`config.mk`:
```
export PLATFORM = sky130hd
export DESIGN_NAME = wdog_keyed
export DESIGN_NICKNAME = d
export VERILOG_FILES = /design/src/rtl/wdk_pkg.sv /design/src/rtl/wdk_unlock.sv /design/src/rtl/wdk_counter.sv /design/src/rtl/wdk_event.sv /design/src/rtl/wdog_keyed.sv
export SDC_FILE = /design/constraint.sdc
export NUM_CORES = 1
export LEC_CHECK = 0
export BUFFER_PORTS_ARGS = -buffer_cell sky130_fd_sc_hd__buf_4
export CAP_MARGIN = 20
export CORE_MARGIN = 10
export CORE_UTILIZATION = 31
export DETAILED_ROUTE_END_ITERATION = 16
export MAX_ROUTING_LAYER = met4
export PLACE_DENSITY = 0.53
export SLEW_MARGIN = 10
export SYNTH_ARGS = -nofsm -noshare
export SYNTH_HDL_FRONTEND = slang
export SYNTH_SLANG_ARGS = --single-unit
export TNS_END_PERCENT = 1
```
`constraint.sdc`:
```
create_clock -name clk -period 2.3 [get_ports clk]
set_input_delay 0.115 -clock clk [delete_from_list [all_inputs] [get_ports clk]]
set_output_delay 0.115 -clock clk [all_outputs]
set_load 0.005 [all_outputs]
```
`src/rtl/wdk_pkg.sv`:
```
package wdk_pkg;

    localparam int RELOAD_W = 24;
    localparam int BYTE_W   = 8;

    localparam logic [1:0] ADDR_CTRL  = 2'd0;
    localparam logic [1:0] ADDR_UPPER = 2'd1;
    localparam logic [1:0] ADDR_HIGH  = 2'd2;
    localparam logic [1:0] ADDR_LOW   = 2'd3;

    localparam int CTRL_MODE_BIT   = 0;
    localparam int CTRL_STOP_BIT   = 6;
    localparam int CTRL_STATUS_BIT = 7;

    typedef enum logic [2:0] {
        UL_LOCKED,
        UL_KEY1_SEEN,
        UL_OPEN_UPPER,
        UL_OPEN_HIGH,
        UL_OPEN_LOW
    } unlock_state_t;

    typedef enum logic {
        RS_IDLE,
        RS_DRIVE
    } rst_state_t;

endpackage

```
`src/rtl/wdk_unlock.sv`:
```
module wdk_unlock
    import wdk_pkg::*;
#(
    parameter logic [BYTE_W-1:0]   KEY_A       = 8'h55,
    parameter logic [BYTE_W-1:0]   KEY_B       = 8'hAA,
    parameter logic [RELOAD_W-1:0] RELOAD_INIT = 24'hFFFFFF
) (
    input  logic                clk,
    input  logic                rst_n,
    input  logic                wr_en,
    input  logic [1:0]          wr_addr,
    input  logic [BYTE_W-1:0]   wr_data,
    output logic [RELOAD_W-1:0] reload_q
);

    unlock_state_t st_q, st_n;
    logic [BYTE_W-1:0] stage_upper_q, stage_high_q;
    logic              is_ctrl;
    logic              commit;

    assign is_ctrl = (wr_addr == ADDR_CTRL);
    assign commit  = wr_en && (st_q == UL_OPEN_LOW) && (wr_addr == ADDR_LOW);

    // next state: every write leaves the current state; only the expected one advances
    always_comb begin
        st_n = st_q;
        if (wr_en) begin
            st_n = UL_LOCKED;
            unique case (st_q)
                UL_LOCKED:     if (is_ctrl && wr_data == KEY_A)  st_n = UL_KEY1_SEEN;
                UL_KEY1_SEEN:  if (is_ctrl && wr_data == KEY_B)  st_n = UL_OPEN_UPPER;
                UL_OPEN_UPPER: if (wr_addr == ADDR_UPPER)        st_n = UL_OPEN_HIGH;
                UL_OPEN_HIGH:  if (wr_addr == ADDR_HIGH)         st_n = UL_OPEN_LOW;
                UL_OPEN_LOW:   st_n = UL_LOCKED;
                default:       st_n = UL_LOCKED;
            endcase
        end
    end

    // state register
    always_ff @(posedge clk or negedge rst_n) begin
        if (!rst_n) st_q <= UL_LOCKED;
        else        st_q <= st_n;
    end

    // staging and commit outputs
    always_ff @(posedge clk or negedge rst_n) begin
        if (!rst_n) begin
            stage_upper_q <= RELOAD_INIT[23:16];
            stage_high_q  <= RELOAD_INIT[15:8];
            reload_q      <= RELOAD_INIT;
        end else begin
            if (wr_en && st_q == UL_OPEN_UPPER && wr_addr == ADDR_UPPER)
                stage_upper_q <= wr_data;
            if (wr_en && st_q == UL_OPEN_HIGH && wr_addr == ADDR_HIGH)
                stage_high_q <= wr_data;
            if (commit)
                reload_q <= {stage_upper_q, stage_high_q, wr_data};
        end
    end

    // the reload value only ever moves on a low-byte write made from the last open state
    a_r4_commit_only_from_open_low: assert property (@(posedge clk) disable iff (!rst_n)
        (reload_q != $past(reload_q)) |-> ($past(st_q) == UL_OPEN_LOW && $past(wr_en)))
        else $error("reload changed outside commit");

    // any write leaves the open states
    a_r4_write_leaves_open_low: assert property (@(posedge clk) disable iff (!rst_n)
        (wr_en && st_q == UL_OPEN_LOW) |=> (st_q == UL_LOCKED))
        else $error("unlock not relocked after low write");

endmodule

```
`src/rtl/wdk_counter.sv`:
```
module wdk_counter
    import wdk_pkg::*;
#(
    parameter logic [RELOAD_W-1:0] RELOAD_INIT = 24'hFFFFFF
) (
    input  logic                clk,
    input  logic                rst_n,
    input  logic                refresh,
    input  logic [RELOAD_W-1:0] reload,
    output logic                timeout
);

    logic [RELOAD_W-1:0] cnt_q;

    assign timeout = !refresh && (cnt_q == '0);

    always_ff @(posedge clk or negedge rst_n) begin
        if (!rst_n)              cnt_q <= RELOAD_INIT;
        else if (refresh)        cnt_q <= reload;
        else if (cnt_q == '0)    cnt_q <= reload;
        else                     cnt_q <= cnt_q - 1'b1;
    end

    // an unrefreshed nonzero count steps down by one
    a_r5_count_steps_down: assert property (@(posedge clk) disable iff (!rst_n)
        (!refresh && cnt_q != '0) |=> (cnt_q == $past(cnt_q) - 1'b1))
        else $error("counter did not decrement");

    // a refresh loads the reload value
    a_r5_refresh_loads: assert property (@(posedge clk) disable iff (!rst_n)
        refresh |=> (cnt_q == $past(reload)))
        else $error("refresh did not load counter");

endmodule

```
`src/rtl/wdk_event.sv`:
```
module wdk_event
    import wdk_pkg::*;
#(
    parameter int RST_HOLD = 4
) (
    input  logic clk,
    input  logic rst_n,
    input  logic timeout,
    input  logic stop_mode,
    input  logic mode_irq,
    input  logic flag_clr,
    output logic irq_pulse,
    output logic stop_wake,
    output logic sys_reset,
    output logic status_flag,
    output logic stop_flag
);

    localparam int HOLD_W = (RST_HOLD > 1) ? $clog2(RST_HOLD) : 1;

    rst_state_t        rs_q, rs_n;
    logic [HOLD_W-1:0] hold_q, hold_n;
    logic              trig;

    assign trig = timeout && !mode_irq && !stop_mode;

    // reset hold machine: next state
    always_comb begin
        rs_n   = rs_q;
        hold_n = hold_q;
        unique case (rs_q)
            RS_IDLE: begin
                if (trig) begin
                    rs_n   = RS_DRIVE;
                    hold_n = HOLD_W'(RST_HOLD - 1);
                end
            end
            RS_DRIVE: begin
                if (trig)                hold_n = HOLD_W'(RST_HOLD - 1);
                else if (hold_q == '0)   rs_n   = RS_IDLE;
                else                     hold_n = hold_q - 1'b1;
            end
            default: rs_n = RS_IDLE;
        endcase
    end

    // state register
    always_ff @(posedge clk or negedge rst_n) begin
        if (!rst_n) begin
            rs_q   <= RS_IDLE;
            hold_q <= '0;
        end else begin
            rs_q   <= rs_n;
            hold_q <= hold_n;
        end
    end

    assign sys_reset = (rs_q == RS_DRIVE);

    // pulse and flag outputs; a set at the same edge wins over a read-clear
    always_ff @(posedge clk or negedge rst_n) begin
        if (!rst_n) begin
            irq_pulse   <= 1'b0;
            stop_wake   <= 1'b0;
            status_flag <= 1'b0;
            stop_flag   <= 1'b0;
        end else begin
            irq_pulse <= timeout && mode_irq;
            stop_wake <= timeout && stop_mode;
            if (timeout)        status_flag <= 1'b1;
            else if (flag_clr)  status_flag <= 1'b0;
            if (timeout && stop_mode) stop_flag <= 1'b1;
            else if (flag_clr)        stop_flag <= 1'b0;
        end
    end

    // the stop flag only rises after a stop-mode cycle
    a_r8_stop_flag_source: assert property (@(posedge clk) disable iff (!rst_n)
        $rose(stop_flag) |-> $past(stop_mode))
        else $error("stop flag set outside stop mode");

    // the reset output never drops while a hold count remains
    a_r7_hold_not_cut: assert property (@(posedge clk) disable iff (!rst_n)
        (sys_reset && hold_q != '0) |=> sys_reset)
        else $error("reset hold cut short");

endmodule

```
`src/rtl/wdog_keyed.sv`:
```
module wdog_keyed
    import wdk_pkg::*;
#(
    parameter logic [BYTE_W-1:0]   KEY_A       = 8'h55,
    parameter logic [BYTE_W-1:0]   KEY_B       = 8'hAA,
    parameter logic [RELOAD_W-1:0] RELOAD_INIT = 24'hFFFFFF,
    parameter int                  RST_HOLD    = 4
) (
    input  logic              clk,
    input  logic              rst_n,
    input  logic              bus_we,
    input  logic              bus_re,
    input  logic [1:0]        bus_addr,
    input  logic [BYTE_W-1:0] bus_wdata,
    output logic [BYTE_W-1:0] bus_rdata,
    input  logic              refresh,
    input  logic              stop_mode,
    output logic              irq_pulse,
    output logic              stop_wake,
    output logic              sys_reset
);

    logic [RELOAD_W-1:0] reload;
    logic                timeout;
    logic                mode_q;
    logic                status_flag, stop_flag;
    logic                ctrl_wr, key_value, flag_clr;

    assign ctrl_wr   = bus_we && (bus_addr == ADDR_CTRL);
    assign key_value = (bus_wdata == KEY_A) || (bus_wdata == KEY_B);
    assign flag_clr  = bus_re && (bus_addr == ADDR_CTRL);

    always_ff @(posedge clk or negedge rst_n) begin
        if (!rst_n)                      mode_q <= 1'b0;
        else if (ctrl_wr && !key_value)  mode_q <= bus_wdata[CTRL_MODE_BIT];
    end

    wdk_unlock #(.KEY_A(KEY_A), .KEY_B(KEY_B), .RELOAD_INIT(RELOAD_INIT)) u_unlock (
        .clk      (clk),
        .rst_n    (rst_n),
        .wr_en    (bus_we),
        .wr_addr  (bus_addr),
        .wr_data  (bus_wdata),
        .reload_q (reload)
    );

    wdk_counter #(.RELOAD_INIT(RELOAD_INIT)) u_counter (
        .clk     (clk),
        .rst_n   (rst_n),
        .refresh (refresh),
        .reload  (reload),
        .timeout (timeout)
    );

    wdk_event #(.RST_HOLD(RST_HOLD)) u_event (
        .clk         (clk),
        .rst_n       (rst_n),
        .timeout     (timeout),
        .stop_mode   (stop_mode),
        .mode_irq    (mode_q),
        .flag_clr    (flag_clr),
        .irq_pulse   (irq_pulse),
        .stop_wake   (stop_wake),
        .sys_reset   (sys_reset),
        .status_flag (status_flag),
        .stop_flag   (stop_flag)
    );

    always_comb begin
        bus_rdata = '0;
        if (bus_re) begin
            unique case (bus_addr)
                ADDR_CTRL: begin
                    bus_rdata[CTRL_STATUS_BIT] = status_flag;
                    bus_rdata[CTRL_STOP_BIT]   = stop_flag;
                    bus_rdata[CTRL_MODE_BIT]   = mode_q;
                end
                ADDR_UPPER: bus_rdata = reload[23:16];
                ADDR_HIGH:  bus_rdata = reload[15:8];
                ADDR_LOW:   bus_rdata = reload[7:0];
                default:    bus_rdata = '0;
            endcase
        end
    end

    // key writes leave the control byte alone
    a_r2_key_keeps_mode: assert property (@(posedge clk) disable iff (!rst_n)
        (ctrl_wr && key_value) |=> $stable(mode_q))
        else $error("key write changed mode");

    // an interrupt request only follows interrupt mode
    a_r6_irq_needs_mode: assert property (@(posedge clk) disable iff (!rst_n)
        irq_pulse |-> $past(mode_q))
        else $error("irq outside interrupt mode");

    // a reset starts only in reset mode outside stop mode
    a_r7_reset_source: assert property (@(posedge clk) disable iff (!rst_n)
        $rose(sys_reset) |-> $past(!mode_q && !stop_mode))
        else $error("reset raised in wrong mode");

    // wake requests only come from stop mode
    a_r8_wake_needs_stop: assert property (@(posedge clk) disable iff (!rst_n)
        stop_wake |-> $past(stop_mode))
        else $error("wake outside stop mode");

    // a control read with no time-out clears both flags
    a_r9_read_clears: assert property (@(posedge clk) disable iff (!rst_n)
        (flag_clr && !timeout) |=> (!status_flag && !stop_flag))
        else $error("flags survived read");

endmodule

```
# After elaboration in Yosys (flattened, before gate mapping)
# Index checks and enable logic that the tools add are counted.
[classes]
add_sub_neg = 2
n_eq_ne = 11
n_mux = 22
bitwise = 1
n_reduce_logical = 28
[op_table]
columns = ["cell", "n"]
rows = [
  ["$mux 24", 2],
  ["$logic_not 24->1", 1],
  ["$sub 24x1->24 const B", 1],
  ["$logic_and 1x1->1", 16],
  ["$pmux 5 s3", 1],
  ["$pmux 3 s4", 1],
  ["$mux 2", 5],
  ["$eq 8x7->1 const B", 1],
  ["$eq 8x8->1 const B", 1],
  ["$mux 8", 1],
  ["$pmux 2 s4", 1],
  ["$mux 1", 7],
  ["$eq 3x2->1 const B", 2],
  ["$eq 2x2->1 const B", 2],
  ["$logic_not 1->1", 4],
  ["$logic_not 2->1", 2],
  ["$pmux 1 s4", 1],
  ["$pmux 2 s2", 1],
  ["$reduce_bool 2->1", 2],
  ["$eq 3x1->1 const B", 1],
  ["$eq 3x3->1 const B", 1],
  ["$logic_not 3->1", 1],
  ["$mux 3", 1],
  ["$ne 3x3->1 const B", 1],
  ["other kinds (7)", 7],
]
[word_totals]
register_bits = 75
in_bits = 16
elab_cells = 76

# Logic depth before layout (Yosys ltp)
[logic_depth]
word_depth = 6
depth_mapped = 9
depth_no_buf = 7

# Hierarchy
# Synthesis repeated with hierarchy kept, for this count alone.
[unflattened]
hier_cells = 313
hier_area_um2 = 3843.7
[modules_own_cells]
columns = ["mod", "n_inst", "cells_each", "area_each_um2", "seq_area_each_um2"]
rows = [
  ["wdk_unlock", 1, 108, 1769.2, 1126.1],
  ["wdk_counter", 1, 148, 1458.9, 630.6],
  ["wdog_keyed", 1, 35, 335.3, 25.0],
  ["wdk_event", 1, 22, 280.3, 175.2],
]

# Worst setup path before layout
# No wires, ideal clock.
[synth_timing]
path_type = "register to register"
startpoint = "reg u_counter.cnt_q[0]"
endpoint = "reg u_counter.cnt_q[0]"
setup_time_ns = 0.082
arrival_ns = 1.918
t_required_ns = 2.218
slack_ns = 0.300
path_stages_with_launch = 8
path_buffers = 1
synth_period_minus_slack_ns = 2.000
path_cell_list = "dfstp_2 inv_1 ha_1 nor3b_1 nand4_1 o31a_1 buf_6 mux2_4"
[synth_via]
elab_chain_len = 3
word_cells_on_any_way = 4
[synth_lines]
columns = ["item", "line_no", "source"]
rows = [
  ["from (decl)", "wdk_counter.sv:13", "logic [RELOAD_W-1:0] cnt_q;"],
  ["from (signal assigned)", "wdk_counter.sv:19", "else if (refresh) cnt_q <= reload;"],
  ["from (signal assigned)", "wdk_counter.sv:20", "else if (cnt_q == '0) cnt_q <= reload;"],
  ["from (signal assigned)", "wdk_counter.sv:21", "else cnt_q <= cnt_q - 1'b1;"],
  ["$sub 24x1->24 / $logic_not 24->1 (equally long branches)", "wdk_counter.sv:21, wdk_counter.sv:20", ""],
  ["$mux 24 *", "wdk_counter.sv:20", ""],
  ["$mux 24 *", "wdk_counter.sv:19", ""],
]
# Every way passes the cells marked *; elsewhere a longest branch is shown, timed or not.
# A chain may end at the register's enable or synchronous reset.

# Final worst setup path
[layout_timing]
startpoint = "reg u_counter.cnt_q[15]"
endpoint = "reg u_counter.cnt_q[16]"
# The elaborated chain is that of the path after synthesis.

==> impl_metrics.toml <==
[synthesis]
synth-adder-area-share_pct = 0.681
ys_types = 46
synth_ff_type = "dfstp_2"
synth_seq_cells = 75
synth_largest_area_cell = "dfstp_2"
netlist.area_leader.share_pct = 45.8
synth_compound_area_share_pct = 7.26
synth.cell_area_mm2 = 0.00367
avgSynthCellArea_um2 = 12.0
synth_edf_count = 0
netlist_instances = 306
yosysWarnings = 0
synth_area_leaders = "dfstp_2 (46%), mux2_2 (14%), dfrtp_1 (7.5%)"
syn-num-nets = 324
synth_top_family_by_area = "multiplexers"
async_flop_share_pct = 100
synth_simple_gate_area_share_pct = 14.7
muxShareOfSynthArea_pct = 16.4
seq_area_frac_synth_pct = 53.3
synth-xor-area-share_pct = 4.53

[floorplanning]
pin_count = 27
die_h_um = 129
initial_core_util_pct = 31.9
die-area_mm2 = 0.0166
die_w_um = 129
core_mm2 = 0.0115
num_rows = 39

[hold_path]
hold-path-endpoint = "u_unlock.st_q[2]"
hold_depth = 2
min_from = "bus_we"
worst_hold_path_type = "in2reg"

[critical_path]
rr_startpoint = "u_counter.cnt_q[15]"
ff2ff_path_depth = 6
r2r_slack_ns = 0.16
required_ns = 2.55
crit_type = "reg2reg"
startpoint_type = "flop"
cp-end-kind = "flop"
cp.arrival_ns = 2.39
timing.rr.end = "u_counter.cnt_q[16]"
path_max_fanout = 11

[finish]
fin_area_mm2 = 0.00436
final_cell_mix = "dfstp_2 (64), mux2_2 (46), buf_4 (38)"
antenna_cells = 0
layout.nets = 361
drive_gt1_share_pct = 51.1
area_growth_pct = 18.8
layout_commonest_cell = "dfstp_2"
finish.utilization_pct = 37.9
fillers = 1127
stdcell_count = 491

[global_routing]
antenna_found_initial = 0
grt_pass1_wl_um = 13800
overflow = 0
grt_max_degree = 60
grt_pass1_vias = 2547
grtUsageTotal_pct = 10.8

[route]
drt_iter0_drc = 130
top_layer = "met4"
drtAntennaViolNets = 0
dr.pass1.iters = 4
via_per_inst = 4.96
wl_met2_um = 4000
wl_met1_um = 4090
detail_route.wl_per_cell_um = 17.0
drcViolationCount = 0
vias = 2434
wirelength_um = 8360
routed-wl-met3_um = 191

[cts]
clk_pin_slew_worst_paths_ns = 0.06
clock-sinks = 75
cts-root-buf = "clkbuf_16"
clock_latency_ns = 0.33
cts_buffer_depth = 2
cts_setup_buffers = 0
cts_made_buffers = 9
htreeDepth = 3
cts_tree = "done"

[power]
peakVddDrop_mv = 0.359
finalPower_mw = 3.16
p_leak_nw = 1.76
cellPowerDensity_mw_per_mm2 = 725

[run_status]
status = "completed"

[sta]
fin_crit_ns = 2.14
timing.final.ws_setup_ns = 0.160
fin_hold_ws_ns = 0.0150
rsz0062_at_grt = "false"
finalMaxSlewViolations = 0
fin_setup_tns_ns = 0
worst_slew_pin_slew_ns = 0.749
hold_viol = 0
slew_headroom_pct = 50.1
finalSetupViolations = 0
clock_skew_ns = 0.00783
finalCritPeriodShare_pct = 93.1
fmax_ghz = 0.467

[placement]
port_buffers = 26
gp_congestion = 0.881
dp_cells = 474
dp_hpwl_um = 6040
placed_area_mm2 = 0.00406
dp_slack_ns = 0.0467

[job]
maxCapViolCount = 0
==> Yosys cell counts (2+ instances only) <==
cell type,number
inv_1,7
dfrtp_1,11
clkbuf_1,5
ha_1,2
a21oi_1,20
a211oi_1,2
xnor2_1,14
nor4bb_1,5
nand2_1,15
a31oi_1,3
nor4_2,2
nand4b_1,2
buf_2,3
o21ai_0,3
dfstp_2,64
buf_6,5
nor2b_1,6
xor2_1,5
o31ai_1,3
mux2_2,46
nor4_1,8
nor3_1,11
mux4_2,3
and2_1,4
a22oi_1,5
nand2b_1,4
nand4_1,2
nor2_1,28
==> area by class of cell <==
| cell class | count | area [um^2] | share of cell area, % |
|---|---|---|---|
| Multi-Input combinational cell | 211 | 1610 | 37.0 |
| Clock buffer | 13 | 270 | 6.19 |
| Clock inverter | 3 | 21.3 | 0.488 |
| Timing Repair Buffer | 39 | 295 | 6.77 |
| Inverter | 7 | 26.3 | 0.602 |
| Sequential cell | 75 | 1960 | 44.9 |
| Tap cell | 143 | 179 | 4.10 |
==> flip-flops by register name, indices dropped and copies added (netlist names) <==
name,flops
u_event.stop_flag,1
u_event.irq_pulse,1
u_unlock.stage_upper_q,8
u_counter.cnt_q,24
u_event.sys_reset,1
u_event.status_flag,1
u_unlock.stage_high_q,8
mode_q,1
u_unlock.reload_q,24
u_event.hold_q,2
u_unlock.st_q,3
u_event.stop_wake,1
==> power breakdown <==
group          total (mW)  internal (mW)  leakage, nW  switching [mW]
Combinational       0.320          0.149        0.802           0.171
Clock                1.35          0.819        0.142           0.528
Sequential           1.49           1.43        0.812          0.0666
Total                3.16           2.40         1.76           0.766
==> logic make-up after synthesis <==
| logic type | Yosys count |
|---|---|
| xor+xnor | 19 |
| simple gates | 97 |
| buf+inv | 20 |
| mux | 50 |
| fa+ha+maj | 2 |
| flops | 75 |
| compound gates | 43 |
==> worst max-delay path, cell delays in order, from the launching register on <==
cell and delay, ns:
dfstp_2 0.38, or3_4 0.40, or4_4 0.45, o31a_2 0.45, buf_4 0.21, nor2_1 0.12, a21oi_1 0.05
==> routing by layer <==
metal | GRT usage (%) | vias up
met3 | 1.93 | 6
met4 | 4.62 | 0
met5 | - | -
met1 | 14.2 | 1225
met2 | 16.0 | 32
li1 | - | 1171
==> worst max path at each step <==
| stage | slack (ns) | depth (start not counted) | from | to |
|---|---|---|---|---|
| after floorplan | 0.30 | 7 | u_counter.cnt_q[0] | u_counter.cnt_q[0] |
| after detailed placement | 0.05 | 9 | u_counter.cnt_q[0] | u_event.stop_flag |
| after global routing | 0.02 | 9 | u_counter.cnt_q[0] | u_event.stop_flag |
| after global placement | 0.07 | 9 | u_counter.cnt_q[0] | u_event.stop_flag |
| final | 0.16 | 6 | u_counter.cnt_q[15] | u_counter.cnt_q[16] |
| after CTS | 0.005 | 9 | u_counter.cnt_q[0] | u_event.stop_flag |
==> repair_timing <==
item | CTS | global route
hold buffers | 1 | 0
resized for setup | 0 | 2
endpoints found under the setup margin | 0 | 23
endpoints found under the hold margin | 11 | 0
Power figures use the tool's default switching activity.
